<file path="src/rtl/mbx_pkg.sv">
package mbx_pkg;
  localparam int unsigned IDX_CS   = 0;
  localparam int unsigned IDX_CTRL = 1;
  localparam int unsigned IDX_WDAT = 2;
  localparam int unsigned IDX_RDAT = 3;

  // command/status word, MSB first: boff[6:5], err, busy, ack, wr, rd
  typedef struct packed {
    logic [1:0] boff;
    logic       err;
    logic       busy;
    logic       ack;
    logic       wr;
    logic       rd;
  } cs_t;

  localparam int unsigned CS_W      = $bits(cs_t);
  localparam int unsigned OPC_LSB   = 0;
  localparam int unsigned PORT_LSB  = 8;
  localparam int unsigned WADDR_LSB = 2;
endpackage

</file>
<file path="src/rtl/mbx_axil_port.sv">
module mbx_axil_port #(
  parameter int unsigned ADDR_W = 6,
  parameter int unsigned DATA_W = 32,
  localparam int unsigned IDX_W  = ADDR_W - 2,
  localparam int unsigned STRB_W = DATA_W / 8
) (
  input  logic              clk,
  input  logic              rst,
  input  logic              s_awvalid,
  output logic              s_awready,
  input  logic [ADDR_W-1:0] s_awaddr,
  input  logic              s_wvalid,
  output logic              s_wready,
  input  logic [DATA_W-1:0] s_wdata,
  input  logic [STRB_W-1:0] s_wstrb,
  output logic              s_bvalid,
  input  logic              s_bready,
  output logic [1:0]        s_bresp,
  input  logic              s_arvalid,
  output logic              s_arready,
  input  logic [ADDR_W-1:0] s_araddr,
  output logic              s_rvalid,
  input  logic              s_rready,
  output logic [DATA_W-1:0] s_rdata,
  output logic [1:0]        s_rresp,
  output logic              wr_en,
  output logic [IDX_W-1:0]  wr_idx,
  output logic [DATA_W-1:0] wr_data,
  output logic [STRB_W-1:0] wr_strb,
  output logic [IDX_W-1:0]  rd_idx,
  input  logic [DATA_W-1:0] rd_value
);
  logic              bvalid_q;
  logic              rvalid_q;
  logic [DATA_W-1:0] rdata_q;
  logic              wr_fire;
  logic              rd_fire;
  logic              unused_lsb;

  assign wr_fire    = s_awvalid && s_wvalid && !bvalid_q;
  assign rd_fire    = s_arvalid && !rvalid_q;
  assign s_awready  = wr_fire;
  assign s_wready   = wr_fire;
  assign s_arready  = rd_fire;
  assign wr_en      = wr_fire;
  assign wr_idx     = s_awaddr[ADDR_W-1:2];
  assign rd_idx     = s_araddr[ADDR_W-1:2];
  assign wr_data    = s_wdata;
  assign wr_strb    = s_wstrb;
  assign unused_lsb = ^{s_awaddr[1:0], s_araddr[1:0]};

  always_ff @(posedge clk) begin
    if (rst) begin
      bvalid_q <= 1'b0;
      rvalid_q <= 1'b0;
      rdata_q  <= '0;
    end else begin
      if (wr_fire)       bvalid_q <= 1'b1;
      else if (s_bready) bvalid_q <= 1'b0;
      if (rd_fire) begin
        rvalid_q <= 1'b1;
        rdata_q  <= rd_value;
      end else if (s_rready) begin
        rvalid_q <= 1'b0;
      end
    end
  end

  assign s_bvalid = bvalid_q;
  assign s_rvalid = rvalid_q;
  assign s_rdata  = rdata_q;
  assign s_bresp  = 2'b00;
  assign s_rresp  = 2'b00;
endmodule

</file>
<file path="src/rtl/mbx_word_reg.sv">
module mbx_word_reg #(
  parameter int unsigned DATA_W = 32,
  localparam int unsigned STRB_W = DATA_W / 8
) (
  input  logic              clk,
  input  logic              rst,
  input  logic              we,
  input  logic [STRB_W-1:0] strb,
  input  logic [DATA_W-1:0] d,
  output logic [DATA_W-1:0] q
);
  for (genvar b = 0; b < STRB_W; b++) begin : g_lane
    always_ff @(posedge clk) begin
      if (rst)                q[8*b +: 8] <= '0;
      else if (we && strb[b]) q[8*b +: 8] <= d[8*b +: 8];
    end
  end
endmodule

</file>
<file path="src/rtl/mbx_status_reg.sv">
module mbx_status_reg
  import mbx_pkg::*;
(
  input  logic clk,
  input  logic rst,
  input  logic host_we,
  input  cs_t  host_val,
  input  logic eng_valid,
  input  logic eng_set_ack,
  input  logic eng_busy,
  input  logic eng_err,
  output cs_t  cs_q
);
  cs_t nxt;

  always_comb begin
    nxt = cs_q;
    if (host_we) begin
      nxt.rd   = host_val.rd;
      nxt.wr   = host_val.wr;
      nxt.busy = host_val.busy;
      nxt.err  = host_val.err;
      nxt.boff = host_val.boff;
      nxt.ack  = cs_q.ack & host_val.ack;   // host may only clear
    end
    if (eng_valid) begin                    // engine wins its bits
      nxt.ack  = nxt.ack | eng_set_ack;
      nxt.busy = eng_busy;
      nxt.err  = eng_err;
    end
  end

  always_ff @(posedge clk) begin
    if (rst) cs_q <= '0;
    else     cs_q <= nxt;
  end
endmodule

</file>
<file path="src/rtl/mbx_cmd_dispatch.sv">
module mbx_cmd_dispatch
  import mbx_pkg::*;
#(
  parameter int unsigned DATA_W  = 32,
  parameter int unsigned OPC_W   = 8,
  parameter int unsigned PORT_W  = 8,
  parameter int unsigned WADDR_W = 24,
  localparam int unsigned TOP_USED = WADDR_LSB + WADDR_W
) (
  input  logic               clk,
  input  logic               rst,
  input  cs_t                cs,
  input  logic [DATA_W-1:0]  ctrl,
  input  logic [DATA_W-1:0]  wdat,
  output logic               pend_rd,
  output logic               pend_wr,
  output logic [OPC_W-1:0]   opcode,
  output logic [PORT_W-1:0]  port,
  output logic [WADDR_W-1:0] addr,
  output logic [1:0]         boff,
  output logic [DATA_W-1:0]  wdata
);
  localparam int unsigned NKIND = 2;  // 0: read request, 1: write request

  logic [NKIND-1:0] cond;
  logic [NKIND-1:0] prev_q;
  logic [NKIND-1:0] pulse_q;
  logic [NKIND-1:0] rise;
  logic             unused_hi;

  assign cond[0] =  cs.rd && !cs.wr && !cs.ack && !cs.busy;
  assign cond[1] = !cs.rd &&  cs.wr && !cs.ack && !cs.busy;

  for (genvar k = 0; k < NKIND; k++) begin : g_kind
    assign rise[k] = cond[k] && !prev_q[k];
    always_ff @(posedge clk) begin
      if (rst) begin
        prev_q[k]  <= 1'b0;
        pulse_q[k] <= 1'b0;
      end else begin
        prev_q[k]  <= cond[k];
        pulse_q[k] <= rise[k];
      end
    end
  end

  always_ff @(posedge clk) begin
    if (rst) begin
      opcode <= '0;
      port   <= '0;
      addr   <= '0;
      boff   <= '0;
      wdata  <= '0;
    end else if (|rise) begin
      opcode <= ctrl[OPC_LSB +: OPC_W];
      port   <= ctrl[PORT_LSB +: PORT_W];
      addr   <= ctrl[WADDR_LSB +: WADDR_W];
      boff   <= cs.boff;
      wdata  <= wdat;
    end
  end

  assign pend_rd   = pulse_q[0];
  assign pend_wr   = pulse_q[1];
  assign unused_hi = ^ctrl[DATA_W-1:TOP_USED];
endmodule

</file>
<file path="src/rtl/mbx_host_mailbox.sv">
module mbx_host_mailbox
  import mbx_pkg::*;
#(
  parameter int unsigned ADDR_W  = 6,
  parameter int unsigned OPC_W   = 8,
  parameter int unsigned PORT_W  = 8,
  parameter int unsigned WADDR_W = 24
) (
  input  logic               clk,
  input  logic               rst,
  input  logic               s_awvalid,
  output logic               s_awready,
  input  logic [ADDR_W-1:0]  s_awaddr,
  input  logic               s_wvalid,
  output logic               s_wready,
  input  logic [31:0]        s_wdata,
  input  logic [3:0]         s_wstrb,
  output logic               s_bvalid,
  input  logic               s_bready,
  output logic [1:0]         s_bresp,
  input  logic               s_arvalid,
  output logic               s_arready,
  input  logic [ADDR_W-1:0]  s_araddr,
  output logic               s_rvalid,
  input  logic               s_rready,
  output logic [31:0]        s_rdata,
  output logic [1:0]         s_rresp,
  output logic               eng_pend_rd,
  output logic               eng_pend_wr,
  output logic [OPC_W-1:0]   eng_opcode,
  output logic [PORT_W-1:0]  eng_port,
  output logic [WADDR_W-1:0] eng_addr,
  output logic [1:0]         eng_boff,
  output logic [31:0]        eng_wdata,
  input  logic               eng_sts_valid,
  input  logic               eng_set_ack,
  input  logic               eng_busy,
  input  logic               eng_err,
  input  logic               eng_rdata_valid,
  input  logic [31:0]        eng_rdata
);
  localparam int unsigned DATA_W = 32;
  localparam int unsigned STRB_W = DATA_W / 8;
  localparam int unsigned IDX_W  = ADDR_W - 2;

  logic              wr_en;
  logic [IDX_W-1:0]  wr_idx;
  logic [DATA_W-1:0] wr_data;
  logic [STRB_W-1:0] wr_strb;
  logic [IDX_W-1:0]  rd_idx;
  logic [DATA_W-1:0] rd_value;
  logic              host_cs_we;
  logic              ctrl_we;
  logic              wdat_we;
  cs_t               cs_q;
  cs_t               cs_view;
  logic [DATA_W-1:0] ctrl_q;
  logic [DATA_W-1:0] wdat_q;
  logic [DATA_W-1:0] rdat_q;

  mbx_axil_port #(.ADDR_W(ADDR_W), .DATA_W(DATA_W)) u_port (
    .clk(clk), .rst(rst),
    .s_awvalid(s_awvalid), .s_awready(s_awready), .s_awaddr(s_awaddr),
    .s_wvalid(s_wvalid), .s_wready(s_wready), .s_wdata(s_wdata), .s_wstrb(s_wstrb),
    .s_bvalid(s_bvalid), .s_bready(s_bready), .s_bresp(s_bresp),
    .s_arvalid(s_arvalid), .s_arready(s_arready), .s_araddr(s_araddr),
    .s_rvalid(s_rvalid), .s_rready(s_rready), .s_rdata(s_rdata), .s_rresp(s_rresp),
    .wr_en(wr_en), .wr_idx(wr_idx), .wr_data(wr_data), .wr_strb(wr_strb),
    .rd_idx(rd_idx), .rd_value(rd_value)
  );

  assign host_cs_we = wr_en && (wr_idx == IDX_W'(IDX_CS)) && wr_strb[0];
  assign ctrl_we    = wr_en && (wr_idx == IDX_W'(IDX_CTRL));
  assign wdat_we    = wr_en && (wr_idx == IDX_W'(IDX_WDAT));

  mbx_status_reg u_status (
    .clk(clk), .rst(rst),
    .host_we(host_cs_we), .host_val(cs_t'(wr_data[CS_W-1:0])),
    .eng_valid(eng_sts_valid), .eng_set_ack(eng_set_ack),
    .eng_busy(eng_busy), .eng_err(eng_err),
    .cs_q(cs_q)
  );

  mbx_word_reg #(.DATA_W(DATA_W)) u_ctrl (
    .clk(clk), .rst(rst), .we(ctrl_we), .strb(wr_strb), .d(wr_data), .q(ctrl_q)
  );

  mbx_word_reg #(.DATA_W(DATA_W)) u_wdat (
    .clk(clk), .rst(rst), .we(wdat_we), .strb(wr_strb), .d(wr_data), .q(wdat_q)
  );

  mbx_word_reg #(.DATA_W(DATA_W)) u_rdat (
    .clk(clk), .rst(rst), .we(eng_rdata_valid), .strb({STRB_W{1'b1}}),
    .d(eng_rdata), .q(rdat_q)
  );

  always_comb begin
    cs_view     = cs_q;
    cs_view.err = cs_q.err & cs_q.ack;   // error qualified by done
  end

  always_comb begin
    case (rd_idx)
      IDX_W'(IDX_CS):   rd_value = {{(DATA_W-CS_W){1'b0}}, cs_view};
      IDX_W'(IDX_CTRL): rd_value = ctrl_q;
      IDX_W'(IDX_WDAT): rd_value = wdat_q;
      IDX_W'(IDX_RDAT): rd_value = rdat_q;
      default:          rd_value = '0;
    endcase
  end

  mbx_cmd_dispatch #(
    .DATA_W(DATA_W), .OPC_W(OPC_W), .PORT_W(PORT_W), .WADDR_W(WADDR_W)
  ) u_dispatch (
    .clk(clk), .rst(rst),
    .cs(cs_q), .ctrl(ctrl_q), .wdat(wdat_q),
    .pend_rd(eng_pend_rd), .pend_wr(eng_pend_wr),
    .opcode(eng_opcode), .port(eng_port), .addr(eng_addr),
    .boff(eng_boff), .wdata(eng_wdata)
  );
endmodule

</file>
<file path="config.mk">
export PLATFORM = sky130hd
export DESIGN_NAME = mbx_host_mailbox
export DESIGN_NICKNAME = d
export VERILOG_FILES = /design/src/rtl/mbx_pkg.sv /design/src/rtl/mbx_axil_port.sv /design/src/rtl/mbx_word_reg.sv /design/src/rtl/mbx_status_reg.sv /design/src/rtl/mbx_cmd_dispatch.sv /design/src/rtl/mbx_host_mailbox.sv
export SDC_FILE = /design/constraint.sdc
export NUM_CORES = 1
export LEC_CHECK = 0
export BUFFER_PORTS_ARGS = -buffer_cell sky130_fd_sc_hd__clkbuf_2
export CAP_MARGIN = 25
export CELL_PAD_IN_SITES_DETAIL_PLACEMENT = 1
export CELL_PAD_IN_SITES_GLOBAL_PLACEMENT = 2
export CORE_UTILIZATION = 37
export CTS_BUF_LIST = sky130_fd_sc_hd__clkbuf_4 sky130_fd_sc_hd__clkbuf_8 sky130_fd_sc_hd__clkbuf_16
export DETAILED_ROUTE_END_ITERATION = 8
export PLACE_DENSITY_LB_ADDON = 0.05
export SETUP_SLACK_MARGIN = 0.05
export SLEW_MARGIN = 20
export SYNTH_ARGS = -nofsm -noshare
export SYNTH_HDL_FRONTEND = slang
export SYNTH_HIERARCHICAL = 1
export SYNTH_SLANG_ARGS = --single-unit
</file>
<file path="constraint.sdc">
create_clock -name clk -period 5.25 [get_ports clk]
set_input_delay 0 -clock clk [delete_from_list [all_inputs] [get_ports clk]]
set_output_delay 0 -clock clk [all_outputs]
set_load 0.005 [all_outputs]
</file>
Word-level counts from Yosys, hierarchy flattened

Index checks and enable logic that the tools add are counted.

Bits in registers: 215
Input port bits: 92
Output and inout port bits: 117
Logic and storage cells: 82

Equal/unequal tests: 5
Multiplexer cells: 7
Bitwise gates (word level): 3
Reductions and logical operators: 37

Operator list:

| operator           | count |
|---|---|
| $pmux 32 s4        | 1 |
| $logic_and 1x1->1  | 23 |
| $eq 4x2->1 const B | 3 |
| $eq 4x1->1 const B | 2 |
| $logic_not 1->1    | 8 |
| $logic_not 4->1    | 2 |
| $reduce_bool 2->1  | 3 |
| $mux 5             | 1 |
| $mux 1             | 4 |
| $mux 3             | 1 |
| $and 1x1->1        | 2 |
| $reduce_or 2->1    | 1 |
| $or 1x1->1         | 1 |

Logic depth before layout (Yosys ltp)

Depth in word-level cells: 7
Gate-level depth with buffers: 9
Mapped depth without buffers: 7

By module

Netlist, hierarchy kept.

Modules (own cells, without submodules):

| module           | times used | cells an instance | area each (um^2) | seq. area each (um^2) |
|---|---|---|---|---|
| mbx_word_reg     | 3          | 146               | 1463.9           | 640.6 |
| mbx_cmd_dispatch | 1          | 286               | 2985.4           | 1281.2 |
| mbx_axil_port    | 1          | 204               | 2024.4           | 680.7 |
| mbx_host_mailbox | 1          | 114               | 922.1            | 0.0 |
| mbx_status_reg   | 1          | 26                | 281.5            | 140.1 |

Least setup slack after synthesis

No wires, ideal clock.

Path type: flip-flop to flip-flop
From: register u_port.bvalid_q, in the netlist u_port/s_bvalid
To: register, netlist name u_status/cs_q[3]
Library setup time: 0.114 ns
Arrival: 1.669 ns
Data required time: 5.136 ns
Setup slack: 3.467 ns
Stages on the path, launching flop included: 9
Path buffers: 2
Period minus slack after synthesis: 1.783 ns
Cell sequence: dfxtp_1 nor2_1 buf_4 nand2_1 nor4b_1 buf_6 mux2_4 mux2i_1 nor2_1

Word-level cells in the longest chain between the ends: 5

RTL lines:

| item                            | RTL line               | RTL |
|---|---|---|
| start: declaration              | mbx_axil_port.sv:33    | `logic bvalid_q;` |
| start signal: assignment        | mbx_axil_port.sv:54    | `bvalid_q <= 1'b0;` |
| start signal: assignment        | mbx_axil_port.sv:58    | `if (wr_fire) bvalid_q <= 1'b1;` |
| start signal: assignment        | mbx_axil_port.sv:59    | `else if (s_bready) bvalid_q <= 1'b0;` |
| $logic_not 1->1                 | mbx_axil_port.sv:40    | `assign wr_fire = s_awvalid && s_wvalid && !bvalid_q;` |
| $logic_and 1x1->1               | mbx_axil_port.sv:40    |  |
| named net s_awready             | mbx_host_mailbox.sv:12 | `output logic s_awready,` |
| $logic_and 1x1->1 (2 in series) | mbx_host_mailbox.sv:72 | `assign host_cs_we = wr_en && (wr_idx == IDX_W'(IDX_CS)) && wr_strb[0];` |
| named net host_cs_we            | mbx_host_mailbox.sv:52 | `logic host_cs_we;` |
| $reduce_bool 2->1 (no line)     | -                      |  |

The timed path passes the listed nets, and every way through them passes these cells.
A chain may end at the register's enable or synchronous reset.

Final worst setup path

From: register u_port.bvalid_q, in the netlist u_port/s_bvalid
To: register, netlist name u_status/cs_q[3]

Word-level cells in the longest chain between the ends: 5

RTL lines:

| item                            | RTL line |
|---|---|
| $logic_not 1->1                 | mbx_axil_port.sv:40 |
| $logic_and 1x1->1               | mbx_axil_port.sv:40 |
| $logic_and 1x1->1 (2 in series) | mbx_host_mailbox.sv:72 |
| named net host_cs_we            | mbx_host_mailbox.sv:52 |
| $reduce_bool 2->1 (no line)     | - |

The timed path passes the listed nets, and every way through them passes these cells.

==> flow_summary.yaml <==
outcome:
  outcome: "finished clean"
critical_path:
  regToRegSetupSlack_ps: 2210
  critPathMostFrequentCell: "nor2_1"
  slowest_delay_ps: 890
  critPathKind: "register to register"
  ff2ff_path_depth: 7
  rr_startpoint: "u_port/s_bvalid"
  critPathSlowestCell: "nor4b_2"
  worstPathArrival_ps: 3420
  critPathCaptureType: "register"
  start_kind: "register"
  crit_family: "simple AND/OR/NAND/NOR gates"
  path_cells: "nor2_1 -> nand2_1 -> nor4b_2 -> mux2_4 -> mux2i_1 -> dlygate4sd3_1 -> nor2_1"
  cp_num_buf_inv: 1
  crit_cells: 7
  required_ps: 5630
  r2r-end: "u_status/cs_q[3]"
  critPathMaxFanout: 7
  critPathLaunch: "u_port/s_bvalid"
  crit_path_end: "u_status/cs_q[3]"
power:
  internal_power_mw: 2.63
  report.power.total_mw: 3.46
  power_frac_seq: 0.448
  p_per_area_mw_per_mm2: 279
  p_clk_frac: 0.467
  switching_power_uw: 830
  swShare: 0.239
  combPwrFrac: 0.085
  leakage_nw: 4.63
  vdd_drop_max_mv: 0.198
synthesis:
  ys_seq_area_frac: 0.379
  netlist_top_cells_area: "dfxtp_1, nand2b_1, a21bo_1, mux2i_1, buf_4"
  synthDominantAreaCellType: "dfxtp_1"
  ys_ff_latch: 201
  syn_area_mm2: 0.0106
  synth_cells: 1068
  synth-edff-count: 0
  synth.distinct_cells: 40
  yosys_warnings: 6
  post-synth-top-area-fraction: 0.379
  netlist_top_cells_count: "dfxtp_1, nand2b_1, nand3_1"
  yosysMostFrequentCell: "dfxtp_1"
  syn_avg_cell_area_um2: 9.93
  yosys_most_used_dff: "dfxtp_1"
  postSynth.asyncResetShare: 0
timing:
  slew_violations: 0
  worst_pin_slew_ps: 972
  report.final.setup_viol: 0
  fin_setup_tns_ps: 0
  rsz0062_at_grt: "no"
  max_slew_margin: 0.350
  min_period_ps: 3040
  timing.final.crit_share: 0.580
  finClkSkew_ps: 13.4
  fmax_mhz: 329
  final-hold-violation-count: 0
layout:
  syn_to_final_growth_pct: 17.3
  drive_above_1_share: 0.292
  fin_nets: 1309
  n_antenna_cell: 0
cts:
  clk_pin_slew_worst_paths_ps: 60
  clock-root-buffer: "clkbuf_16"
  cts_made_buffers: 24
  cts_tree: "built"
  htreeDepth: 1
  clk_latency_ps: 520
  clockBufferDepth: 3
  cts_sinks: 201
  postCtsSetupRepairBufs: 0
global_route:
  grt_start_max_net_pins: 153
  grt_pass1_wl_mm: 46.2
  grt_overflow: 0
  grt_usage: 0.203
  antenna_found_initial: 0
  grt_pass1_vias: 8018
placed_design:
  portBuffers: 200
  gp_congestion: 0.727
  place_hpwl_mm: 18.8
floorplan:
  die_x_um: 171
  fp.coreArea_mm2: 0.0280
  start_util: 0.379
  die_h_um: 171
  fp-row-count: 61
  ioPinCount: 209
  dieArea_mm2: 0.0293
detailed_routing:
  drc: 0
  vias: 7978
  drt_iter0_markers: 409
  dr.pass1.iters: 4
  totalWireLength_mm: 30.2
  wire_per_inst_um: 18.7
  via_per_inst: 4.95
  final_antenna_net_count: 0
job:
  max-cap-violations: 0
min_path:
  hp-start: "rst"
  hp-class: "input pin to register"
## through the flow
| step | worst slack (ps) | cell area (um2) | hold WS (ps) | instances | utilization |
|---|---|---|---|---|---|
| final | 2210 | 12400 | 116 | 1611 | 0.444 |
| after global routing | 1990 | 12400 | 174 | 1611 | 0.444 |
| after CTS | 2200 | 12400 | 148 | 1611 | 0.444 |
| after detailed placement | 2750 | 10900 | 195 | 1492 | 0.389 |
| after global placement | 2720 | 10900 | 196 | 1492 | 0.389 |
| after floorplan | 3470 | 10600 | 69.1 | 1074 | - |
## state kept, by name, indices dropped and copies added (netlist names)
register / cells
u_rdat/q: 32
u_dispatch/boff: 2
u_dispatch/opcode: 7
u_port/s_bvalid: 1
u_wdat/q: 32
u_dispatch/port: 7
u_port/s_rdata: 32
u_dispatch/addr: 12
u_dispatch/pend_wr: 1
u_status/cs_q: 7
u_dispatch/wdata: 32
u_dispatch/prev_q: 2
u_port/s_rvalid: 1
u_dispatch/pend_rd: 1
u_ctrl/q: 32
## worst register-to-register path: stages (launching register included)
cell and delay (ps):
dfxtp_1 320, nor2_1 330, nand2_1 250, nor4b_2 890, mux2_4 350, mux2i_1 150
dlygate4sd3_1 570, nor2_1 40
## placed cells by master, fill, tap and decap left out, types with 3 or more instances in the layout
cell type / count
dfxtp_1: 201
clkbuf_2: 199
nand2b_1: 152
nand3_1: 96
a21oi_1: 79
a21bo_1: 78
dlygate4sd3_1: 77
mux2i_1: 67
nor2_1: 34
nand4bb_1: 32
o21ai_2: 29
mux2_2: 25
a22oi_1: 25
clkbuf_16: 25
a21oi_2: 18
a21bo_2: 18
clkbuf_4: 9
buf_4: 8
conb_1: 8
nor2b_1: 7
mux4_2: 5
clkinv_2: 5
clkbuf_8: 4
o21ai_0: 4
nand2_1: 3
or3b_1: 3
## logic make-up after synthesis
family,Yosys count,share of synthesized area
AO/OA/AOI/OAI,256,0.190
buffers and inverters,171,0.126
flip-flops,201,0.379
multiplexers,100,0.106
AND/OR/NAND/NOR,338,0.198
other,2,0.000708
## worst min path at each step
stage               cells past startpoint               end
floorplan                               1      u_ctrl/q[23]
global placement                        2   u_port/s_rvalid
detailed placement                      2   u_port/s_rvalid
CTS                                     3      u_wdat/q[17]
global route                            2  u_status/cs_q[3]
finish                                  2  u_status/cs_q[5]
## power by group through the flow
stage	Sequential [mW]	Combinational [mW]	Clock, mW
4_1_cts	1.55	0.293	1.67
5_1_grt	1.55	0.319	1.73
3_3_place_gp	1.59	0.245	0
6_report	1.55	0.294	1.62
3_5_place_dp	1.59	0.246	0
2_1_floorplan	1.58	0.215	0
## routing by layer
| metal | global-route usage | vias to the layer above | part of all wire |
|---|---|---|---|
| met5 | 0 | - | 0 |
| met4 | 0.0501 | 0 | 0.018 |
| met3 | 0.0387 | 32 | 0.047 |
| met2 | 0.346 | 145 | 0.49 |
| met1 | 0.264 | 3838 | 0.45 |
| li1 | - | 3963 | - |
## timing repair
| item | 4_1_cts | 5_1_grt |
|---|---|---|
| endpoints found under the setup margin | 0 | 0 |
| gates resized for setup | 0 | 0 |
| hold buffers | 77 | 0 |
| endpoints found under the hold margin | 105 | 0 |
## final cells by class
type	count	area, um2
tap	378	473
timing repair buffer	287	1880
clock inverter	5	25.0
fill	3240	15600
inverter	1	3.75
clock buffer	37	734
multi-input combinational	702	5300
sequential	201	4020
No activity file was read; power rests on OpenSTA's default activity.
